$ cat src/rtl/mover_pkg.sv
package mover_pkg;

  localparam int LANES = 4;

  typedef enum logic [1:0] {
    OP_COUNT        = 2'b00,
    OP_COUNT_SKIPFF = 2'b01,
    OP_FETCH        = 2'b10,
    OP_STORE        = 2'b11
  } op_e;

  typedef enum logic [1:0] {ST_IDLE, ST_ISSUE, ST_DRAIN} st_e;

  // Fetch path: pick the 4 bytes starting at lane sh of {hi_w, lo_w}
  function automatic logic [31:0] align_fetch(input logic [31:0] lo_w,
                                              input logic [31:0] hi_w,
                                              input logic [1:0]  sh);
    logic [63:0] cat;
    cat = {hi_w, lo_w} >> {sh, 3'b000};
    return cat[31:0];
  endfunction

  // Store path: lane l of the result is source byte (4 + l - sh) of {hi_w, lo_w}
  function automatic logic [31:0] align_store(input logic [31:0] lo_w,
                                              input logic [31:0] hi_w,
                                              input logic [1:0]  sh);
    logic [63:0] cat;
    cat = {hi_w, lo_w} >> (7'd32 - 7'({sh, 3'b000}));
    return cat[31:0];
  endfunction

  // Lanes that belong to the burst on the first, last or a middle memory word
  function automatic logic [LANES-1:0] edge_mask(input logic [1:0] sh,
                                                 input logic head,
                                                 input logic tail);
    logic [LANES-1:0] m;
    for (int l = 0; l < LANES; l++)
      m[l] = head ? (l >= int'(sh)) : (tail ? (l < int'(sh)) : 1'b1);
    return m;
  endfunction

endpackage

$ cat src/rtl/mover_cmd.sv
module mover_cmd
  import mover_pkg::*;
#(
  parameter int CW = 6
) (
  input  logic          clk,
  input  logic          rst_n,
  input  logic          cmd_valid,
  input  logic [1:0]    cmd_op,
  input  logic [CW-1:0] cmd_cnt,
  input  logic          busy,
  output logic          start,
  output logic          start_store,
  output logic [CW-1:0] cnt,
  output logic          skipff
);

  logic accept;
  assign accept      = cmd_valid && !busy;
  assign start       = accept && cmd_op[1];
  assign start_store = accept && (cmd_op == OP_STORE);

  always_ff @(posedge clk or negedge rst_n) begin
    if (!rst_n) begin
      cnt    <= '0;
      skipff <= 1'b0;
    end else if (start) begin
      cnt    <= '0;
      skipff <= 1'b0;
    end else if (accept) begin
      cnt    <= cmd_cnt;
      skipff <= (cmd_op == OP_COUNT_SKIPFF);
    end
  end


  count_clear_chk: assert property (@(posedge clk) disable iff (!rst_n)
    start |=> (cnt == '0 && !skipff));


  busy_ignore_chk: assert property (@(posedge clk) disable iff (!rst_n)
    busy |=> ($stable(cnt) && $stable(skipff)));

endmodule

$ cat src/rtl/mover_seq.sv
module mover_seq
  import mover_pkg::*;
#(
  parameter int CW  = 6,
  parameter int AW  = 12,
  parameter int LAW = 6
) (
  input  logic           clk,
  input  logic           rst_n,
  input  logic           start,
  input  logic           start_store,
  input  logic           skip_in,
  input  logic [CW-1:0]  cnt_in,
  input  logic [AW-1:0]  addr_in,
  input  logic [LAW-1:0] loc_in,
  output logic           busy,
  output logic           done,
  output logic           issue,
  output logic           store,
  output logic           skip,
  output logic           head,
  output logic           tail,
  output logic [1:0]     off,
  output logic [AW-3:0]  mem_word,
  output logic [LAW-1:0] loc_word,
  output logic           cap_v,
  output logic           cap_we
);

  localparam int IW  = CW + 1;
  localparam int WAW = AW - 2;

  st_e            st;
  logic [IW-1:0]  idx, cap_idx;
  logic [CW-1:0]  cnt_l;
  logic [WAW-1:0] wbase;
  logic [LAW-1:0] lbase;
  logic           last;

  assign last  = (idx == ({1'b0, cnt_l} + IW'(1)));
  assign busy  = (st != ST_IDLE);
  assign issue = (st == ST_ISSUE);
  assign head  = (idx == '0);
  assign tail  = last;

  assign mem_word = wbase + WAW'(idx);
  assign loc_word = store ? (lbase + LAW'(idx)) : (lbase + LAW'(cap_idx - IW'(1)));
  assign cap_we   = cap_v && (cap_idx != '0);

  always_ff @(posedge clk or negedge rst_n) begin
    if (!rst_n) begin
      st      <= ST_IDLE;
      idx     <= '0;
      cap_idx <= '0;
      cap_v   <= 1'b0;
      cnt_l   <= '0;
      wbase   <= '0;
      lbase   <= '0;
      off     <= '0;
      store   <= 1'b0;
      skip    <= 1'b0;
      done    <= 1'b0;
    end else begin
      done    <= 1'b0;
      cap_v   <= issue && !store;
      cap_idx <= idx;
      case (st)
        ST_IDLE: if (start) begin
          st    <= ST_ISSUE;
          idx   <= '0;
          cnt_l <= cnt_in;
          wbase <= addr_in[AW-1:2];
          off   <= addr_in[1:0];
          lbase <= loc_in;
          store <= start_store;
          skip  <= skip_in;
        end
        ST_ISSUE: begin
          idx <= idx + IW'(1);
          if (last) begin
            if (store) begin
              st   <= ST_IDLE;
              done <= 1'b1;
            end else begin
              st <= ST_DRAIN;
            end
          end
        end
        default: begin
          st   <= ST_IDLE;
          done <= 1'b1;
        end
      endcase
    end
  end


  done_pulse_chk: assert property (@(posedge clk) disable iff (!rst_n)
    done |=> !done);


  fall_done_chk: assert property (@(posedge clk) disable iff (!rst_n)
    $fell(busy) |-> done);

endmodule

$ cat src/rtl/mover_lane.sv
module mover_lane
  import mover_pkg::*;
(
  input  logic [1:0]       off,
  input  logic             head,
  input  logic             tail,
  input  logic             skip,
  input  logic             store,
  input  logic             issue,
  input  logic [31:0]      prev,
  input  logic [31:0]      loc_cur,
  input  logic [31:0]      mem_cur,
  output logic [31:0]      store_word,
  output logic [LANES-1:0] store_be,
  output logic [31:0]      fetch_word
);

  logic [LANES-1:0] span;

  assign store_word = align_store(prev, loc_cur, off);
  assign fetch_word = align_fetch(prev, mem_cur, off);
  assign span       = edge_mask(off, head, tail);

  for (genvar g = 0; g < LANES; g++) begin : g_lane
    logic opaque;
    assign opaque      = !(skip && (store_word[8*g +: 8] == 8'hFF));
    assign store_be[g] = issue && store && span[g] && opaque;
  end

endmodule

$ cat src/rtl/burst_lane_mover.sv
module burst_lane_mover
  import mover_pkg::*;
#(
  parameter int CW  = 6,
  parameter int AW  = 12,
  parameter int LAW = 6
) (
  input  logic           clk,
  input  logic           rst_n,
  input  logic           cmd_valid,
  input  logic [1:0]     cmd_op,
  input  logic [AW-1:0]  cmd_data,
  input  logic [LAW-1:0] cmd_loc,
  output logic           busy,
  output logic           done,
  output logic           mem_en,
  output logic [3:0]     mem_be,
  output logic [AW-3:0]  mem_addr,
  output logic [31:0]    mem_wdata,
  input  logic [31:0]    mem_rdata,
  output logic [LAW-1:0] loc_addr,
  output logic           loc_we,
  output logic [31:0]    loc_wdata,
  input  logic [31:0]    loc_rdata
);

  logic          start, start_store, skipff, skip, store, issue;
  logic          head, tail, cap_v, cap_we;
  logic [CW-1:0] cnt;
  logic [1:0]    off;
  logic [31:0]   prev, store_word, fetch_word;

  mover_cmd #(.CW(CW)) u_cmd (
    .clk(clk), .rst_n(rst_n), .cmd_valid(cmd_valid), .cmd_op(cmd_op),
    .cmd_cnt(cmd_data[CW-1:0]), .busy(busy), .start(start),
    .start_store(start_store), .cnt(cnt), .skipff(skipff)
  );

  mover_seq #(.CW(CW), .AW(AW), .LAW(LAW)) u_seq (
    .clk(clk), .rst_n(rst_n), .start(start), .start_store(start_store),
    .skip_in(skipff), .cnt_in(cnt), .addr_in(cmd_data), .loc_in(cmd_loc),
    .busy(busy), .done(done), .issue(issue), .store(store), .skip(skip),
    .head(head), .tail(tail), .off(off), .mem_word(mem_addr),
    .loc_word(loc_addr), .cap_v(cap_v), .cap_we(cap_we)
  );

  mover_lane u_lane (
    .off(off), .head(head), .tail(tail), .skip(skip), .store(store),
    .issue(issue), .prev(prev), .loc_cur(loc_rdata), .mem_cur(mem_rdata),
    .store_word(store_word), .store_be(mem_be), .fetch_word(fetch_word)
  );

  // Previous word of the stream: local word on stores, memory word on fetches
  always_ff @(posedge clk or negedge rst_n) begin
    if (!rst_n)                prev <= '0;
    else if (issue && store)   prev <= loc_rdata;
    else if (cap_v)            prev <= mem_rdata;
  end

  assign mem_en    = issue;
  assign mem_wdata = store_word;
  assign loc_we    = cap_we;
  assign loc_wdata = fetch_word;


  loc_window_chk: assert property (@(posedge clk) disable iff (!rst_n)
    loc_we |-> busy);


  strobe_window_chk: assert property (@(posedge clk) disable iff (!rst_n)
    (mem_en && (mem_be != '0)) |-> busy);


  access_window_chk: assert property (@(posedge clk) disable iff (!rst_n)
    mem_en |-> busy);

endmodule

$ cat config.mk
export PLATFORM = sky130hd
export DESIGN_NAME = burst_lane_mover
export DESIGN_NICKNAME = d
export VERILOG_FILES = /design/src/rtl/mover_pkg.sv /design/src/rtl/mover_cmd.sv /design/src/rtl/mover_seq.sv /design/src/rtl/mover_lane.sv /design/src/rtl/burst_lane_mover.sv
export SDC_FILE = /design/constraint.sdc
export NUM_CORES = 1
export LEC_CHECK = 0
export ABC_AREA = 1
export CAP_MARGIN = 20
export CORE_MARGIN = 2
export CORE_UTILIZATION = 50
export CTS_BUF_LIST = sky130_fd_sc_hd__clkbuf_2
export DETAILED_ROUTE_END_ITERATION = 6
export DONT_BUFFER_PORTS = 1
export PLACE_DENSITY_LB_ADDON = 0.1
export RECOVER_POWER = 100
export SLEW_MARGIN = 20
export SYNTH_ARGS = -nofsm -noshare
export SYNTH_HDL_FRONTEND = slang
export SYNTH_HIERARCHICAL = 1
export SYNTH_SLANG_ARGS = --single-unit
$ cat constraint.sdc
create_clock -name clk -period 2.8 [get_ports clk]
set_input_delay 0.14 -clock clk [delete_from_list [all_inputs] [get_ports clk]]
set_output_delay 0.14 -clock clk [all_outputs]
set_load 0.005 [all_outputs]
## Yosys cells after proc, flatten, opt, wreduce, memory -nomap -nowiden

Cells that the tools add are included.

| word-level totals | value |
|---|---|
| input bits | 87 |
| word-level logic and storage cells | 97 |
| output and inout bits | 88 |
| bits in registers | 83 |

| operators by class | value |
|---|---|
| $add $sub $neg | 7 |
| reduce and logical (&&, ||, !) cells | 34 |
| equality and inequality tests | 10 |
| magnitude comparators | 6 |
| mux-type cells | 24 |
| shifts and indexed selects | 2 |

Operators with widths:

| cell | count |
|---|---|
| 32-bit two-way mux | 2 |
| 64-bit by 5-bit right shift with 32-bit output | 1 |
| 64-bit by 7-bit right shift with 32-bit output | 1 |
| 8-bit == test (second input constant) | 4 |
| 1-bit logical AND | 18 |
| 6-bit two-way mux | 3 |
| 7-bit one-hot mux with 2 select lines | 1 |
| 6-bit adder | 2 |
| 1-bit two-way mux | 12 |
| 10-bit by 7-bit adder with 10-bit output | 1 |
| 2-bit nonzero test | 4 |
| 6-bit by 1-bit adder with 7-bit output (second input constant) | 1 |
| 7-bit by 1-bit adder with 7-bit output (second input constant) | 1 |
| 7-bit == test | 1 |
| 7-bit zero test | 1 |
| 7-bit two-way mux | 1 |
| 7-bit nonzero test | 1 |
| 6-bit by 5-bit subtractor with 7-bit output (first input constant) | 1 |
| 1-bit zero test | 6 |
| 2-bit two-way mux | 3 |
| 2-bit AND reduction | 3 |
| 6-bit by 1-bit subtractor with 6-bit output (second input constant) | 1 |
| 2-bit by 1-bit == test with 1-bit output (second input constant) | 2 |
| 1-bit by 2-bit >= comparator with 1-bit output (first input constant) | 2 |
| other kinds (9) | 10 |

## Longest topological paths before layout

| depth | value |
|---|---|
| depth after elaboration | 6 |
| depth in mapped cells | 17 |
| depth with buffers taken out | 16 |

## Modules after synthesis

Netlist, hierarchy kept.

Modules (own cells, without submodules):

| module | sequential area each (um^2) | area an instance (um^2) | times used | cells each |
|---|---|---|---|---|
| mover_seq | 1,101.1 | 2,800.2 | 1 | 363 |
| mover_lane | 0.0 | 2,429.8 | 1 | 553 |
| burst_lane_mover | 800.8 | 2,010.7 | 1 | 279 |
| mover_cmd | 175.2 | 351.6 | 1 | 51 |

## Worst setup path after synthesis

OpenSTA, ideal clock, no wires.

| path | value |
|---|---|
| path kind | register to output |
| start point | register u_seq.off[0] |
| end point | output port mem_be[0] |
| buffers on the path | 6 |
| data required time | 2,660 ps |
| stages on the path, launching flop included | 16 |
| slack | 362 ps |
| data arrival time | 2,298 ps |
| cells stage by stage | dfrtp_1 buf_6 inv_4 buf_4 buf_2 buf_2 ha_1 buf_2 inv_1 buf_2 nand3_1 nand3_1 nand3_1 nand2_1 nor2_1 a21oi_1 |

| on the way | value |
|---|---|
| word-level cells in the longest chain between the ends | 6 |
| elaborated cells on any way between the ends | 11 |
| those cells by class | add/sub (1); order compare (2); eq/ne (1); shift (1); mux (2); reduce/logical (4) |

Ends and longest elaborated chain:

| item | RTL line | text |
|---|---|---|
| from (decl) | mover_seq.sv:23 | `output logic [1:0] off,` |
| from (signal assigned) | mover_seq.sv:73 | `off <= addr_in[1:0];` |
| 6-bit by 5-bit subtractor with 7-bit output | mover_pkg.sv:28 | `cat = {hi_w, lo_w} >> (7'd32 - 7'({sh, 3'b000}));` |
| 64-bit by 7-bit right shift with 32-bit output | mover_pkg.sv:28 |  |
| named net mem_wdata[7] | burst_lane_mover.sv:19 | `output logic [31:0] mem_wdata,` |
| 8-bit == test | mover_lane.sv:26 | `assign opaque = !(skip && (store_word[8*g +: 8] == 8'hFF));` |
| 1-bit logical AND | mover_lane.sv:26 |  |
| 1-bit zero test | mover_lane.sv:26 |  |
| 1-bit logical AND | mover_lane.sv:27 | `assign store_be[g] = issue && store && span[g] && opaque;` |
| to (decl) | burst_lane_mover.sv:17 | `output logic [3:0] mem_be,` |

The timed path passes the listed nets, and every way through them passes these cells.

## Worst setup path in the final report

| path | value |
|---|---|
| start point | register u_seq.cnt_l[0] |
| end point | output port mem_be[0] |

| on the way | value |
|---|---|
| word-level cells in the longest chain between the ends | 6 |

Ends and longest elaborated chain:

| item | RTL line | text |
|---|---|---|
| from (decl) | mover_seq.sv:35 | `logic [CW-1:0] cnt_l;` |
| from (signal assigned) | mover_seq.sv:71 | `cnt_l <= cnt_in;` |
| 6-bit by 1-bit adder with 7-bit output | mover_seq.sv:40 | `assign last = (idx == ({1'b0, cnt_l} + IW'(1)));` |
| 7-bit == test | mover_seq.sv:40 |  |
| named net tail | burst_lane_mover.sv:28 | `logic head, tail, cap_v, cap_we;` |
| 1-bit two-way mux (2 in series) | mover_pkg.sv:38 | `m[l] = head ? (l >= int'(sh)) : (tail ? (l < int'(sh)) : 1'b1);` |
| 1-bit logical AND (2 in series) | mover_lane.sv:27 |  |

The timed path passes the listed nets, and every way through them passes these cells.

==> run_results.csv <==
group,metric,value,unit
outcome,status,"completed",
power,p_leak,4.82,nW
floorplan,die_h,127,um
placement,port_buffers,0,
floorplan,num_io_pins,175,
floorplan,die_w,127,um
cells_and_area,postLayoutCoreUtil,59.9,%
grt,grt_pass1_wl,43300,um
clock_network,htree_num_levels,3,
min_path,hold_path_class,"input pin to flip-flop",
grt,gr-total-overflow,0,
clock_network,root_buffer,"clkbuf_2",
floorplan,fp.coreArea,15000,sq um
cells_and_area,areaGrowthSynthToFinish,18.5,%
cells_and_area,fillers,1529,
power,ir_worst_vdd,0.583,mV
route,avgRoutedWirePerCell,18.5,um
flow_run,drv_cap,0,
placement,pre_cts_ws,0.647,ns
synth,syn_area,7590,sq um
synth,ys_seq_area_share,27.4,%
clock_network,clk_pin_slew,0.23,ns
synth,synth_nets,1363,
cells_and_area,drive_above_1_share,11.1,%
critical_path,endpoint_kind,"output pin",
floorplan,num_rows,45,
route,drt_iter0_markers,736,
route,ant_nets,0,
sta,finalHoldViolCount,0,
critical_path,worst-setup-path-type,"flip-flop to output pin",
critical_path,critPathRequiredTime,2.66,ns
route,drc,0,
synth,syn_inst,1246,
sta,finalClockSkew,0.0317,ns
sta,rsz0062_at_grt,"true",
sta,worst_slack,0.105,ns
critical_path,cp.arrival,2.55,ns
clock_network,clock_path_buffers,2,
synth,synth_cell_type_count,41,
critical_path,cp-start-kind,"flip-flop",
route,drt_first_pass_iters,5,
clock_network,cts_made_buffers,9,
placement,dp.final_hpwl,19900,um
cells_and_area,final_nets,1457,
clock_network,cts_tree,"done",
sta,maxClockFrequency,0.371,GHz
floorplan,dieArea,16200,sq um
critical_path,worstPathMaxFanout,4,
grt,grtUsageTotal,34.6,%
route,wl,28300,um
placement,numPlacedInstances,1419,
placement,gp_congestion,1.01,
grt,antenna_found_initial,1,
route,via_per_inst,5.67,
sta,finalSetupViolCount,0,
synth,synth_warnings,6,
floorplan,start_util,50.5,%
cells_and_area,finalNonFillerCells,1534,
cells_and_area,final_common_cell,"nand2_1",
cells_and_area,final_cell_mix,"nand2_1 (483), nand3_1 (176), inv_1 (118)",
sta,slew_headroom,57.3,%
clock_network,clock-sinks,83,
sta,tightest_slew,0.640,ns
grt,grt_max_degree,94,
sta,fin_crit,2.69,ns
route,vias,8697,
clock_network,clock_latency,0.62,ns
synth,synth-seq-cells,83,
grt,grt_pass1_vias,8078,
power,powerDensity,1400,nW/um^2
sta,slew_viol_final,0,
sta,fin_crit_sh,96.2,%
synth,syn_area_per_cell,6.09,sq um
## critical path: stages (launching register included)
cell and delay, ns:
dfrtp_1 0.48, ha_4 0.29, inv_2 0.03, nand2_2 0.05, nand2_2 0.05, nor2_2 0.07
nand3_1 0.08, nor2_2 0.14, nand3_2 0.10, inv_1 0.06, inv_1 0.04, nor2_2 0.14
inv_2 0.06, o21ai_1 0.26, a21oi_1 0.10
## cells in the mapped netlist, drive strengths merged
cell type	n	area, sq um
a22oi	1	7.51
clkinv	2	7.51
a21oi	23	115
and2	1	6.26
o31ai	1	7.51
a21boi	1	7.51
nor2	81	324
ha	27	338
fa	3	60.1
buf	56	402
nand4	5	31.3
xnor2	4	35.0
xor2	10	106
o21ai	81	409
a21o	3	22.5
clkbuf	10	37.5
nand3	178	901
o22ai	2	12.5
inv	132	498
nor4	1	6.26
nor3	4	20.0
nand2	522	2060
a31oi	13	81.3
a211oi	1	7.51
dfrtp	83	2080
o32ai	1	8.76
## cell families (layout without fill, tap and decap cells)
kind of cell / Yosys count / count (layout) / synth area share (%)
AO/OA/AOI/OAI: 127 / 127 / 8.95
XOR/XNOR: 14 / 14 / 1.86
adder cells (fa/ha/maj): 30 / 30 / 5.24
buffers and inverters: 200 / 299 / 12.4
flip-flops: 83 / 83 / 27.4
other: 0 / 1 / 0
AND/OR/NAND/NOR: 792 / 792 / 44.1
## timing repair
item                       4_1_cts  5_1_grt
pin swaps                        0       13
setup endpoints to repair        5        8
hold endpoints to repair       146        0
gates resized for setup          4       25
hold buffers                    93        0
buffers inserted                 1        4
## layout make-up
class | count | area (sq um) | area share, %
Multi-Input combinational cell | 963 | 4650 | 51.7
Sequential cell | 83 | 2080 | 23.1
Timing Repair Buffer | 149 | 1410 | 15.6
Inverter | 134 | 505 | 5.62
Tap cell | 188 | 235 | 2.61
Clock inverter | 6 | 66.3 | 0.737
Clock buffer | 10 | 50.0 | 0.556
Antenna cell | 1 | 2.50 | 0.0278
## final timing paths
path | to | slack [ns] | depth (start not counted) | start
max | mem_be[0] | 0.11 | 14 | u_seq/cnt_l[0]
min | u_seq/lbase[5] | 0.18 | 3 | cmd_loc[5]
max reg2reg | u_cmd/cnt[5] | 0.46 | 7 | u_seq/st[0]
min reg2reg | u_cmd/cnt[3] | 0.52 | 2 | u_cmd/cnt[3]
max in group asynchronous | prev[13] | 1.20 | 4 | rst_n
min in group asynchronous | prev[10] | 0.55 | 3 | rst_n
## per-stage QoR
step	area, sq um	hold slack (ns)	power (mW)	setup TNS, ns
after global placement	7800	-0.154	10.9	0
after floorplan	7590	-0.156	8.32	0
after CTS	8880	0.134	12.2	0
final	9000	0.182	12.6	0
after detailed placement	7800	-0.154	11.0	0
after global routing	9000	0.149	13.8	-0.269
## metal layers
metal | wire length [um] | global-route usage [%] | vias up | share of wire [%]
li1 | - | - | 4132 | -
met3 | 1910 | 7.12 | 121 | 6.7
met5 | 8 | 0 | - | 0.028
met1 | 10500 | 38.2 | 4044 | 37
met2 | 13800 | 60.0 | 398 | 49
met4 | 2070 | 23.4 | 2 | 7.3
## flip-flops by register name, summed over array words and instances (netlist names)
signal and flops:
u_seq/wbase 10, u_cmd/cnt 6, u_seq/skip 1, u_seq/lbase 6, prev 32, u_cmd/skipff 1
u_seq/cap_idx 7, u_seq/st 2, u_seq/store 1, u_seq/off 2, u_seq/idx 7, u_seq/cnt_l 6
u_seq/done 1, u_seq/cap_v 1
## report_power, final
part / internal, mW / switching (mW)
clock: 0.209 / 0.478
combinational: 3.63 / 5.97
sequential: 1.78 / 0.565
No activity file was read; power rests on OpenSTA's default activity.
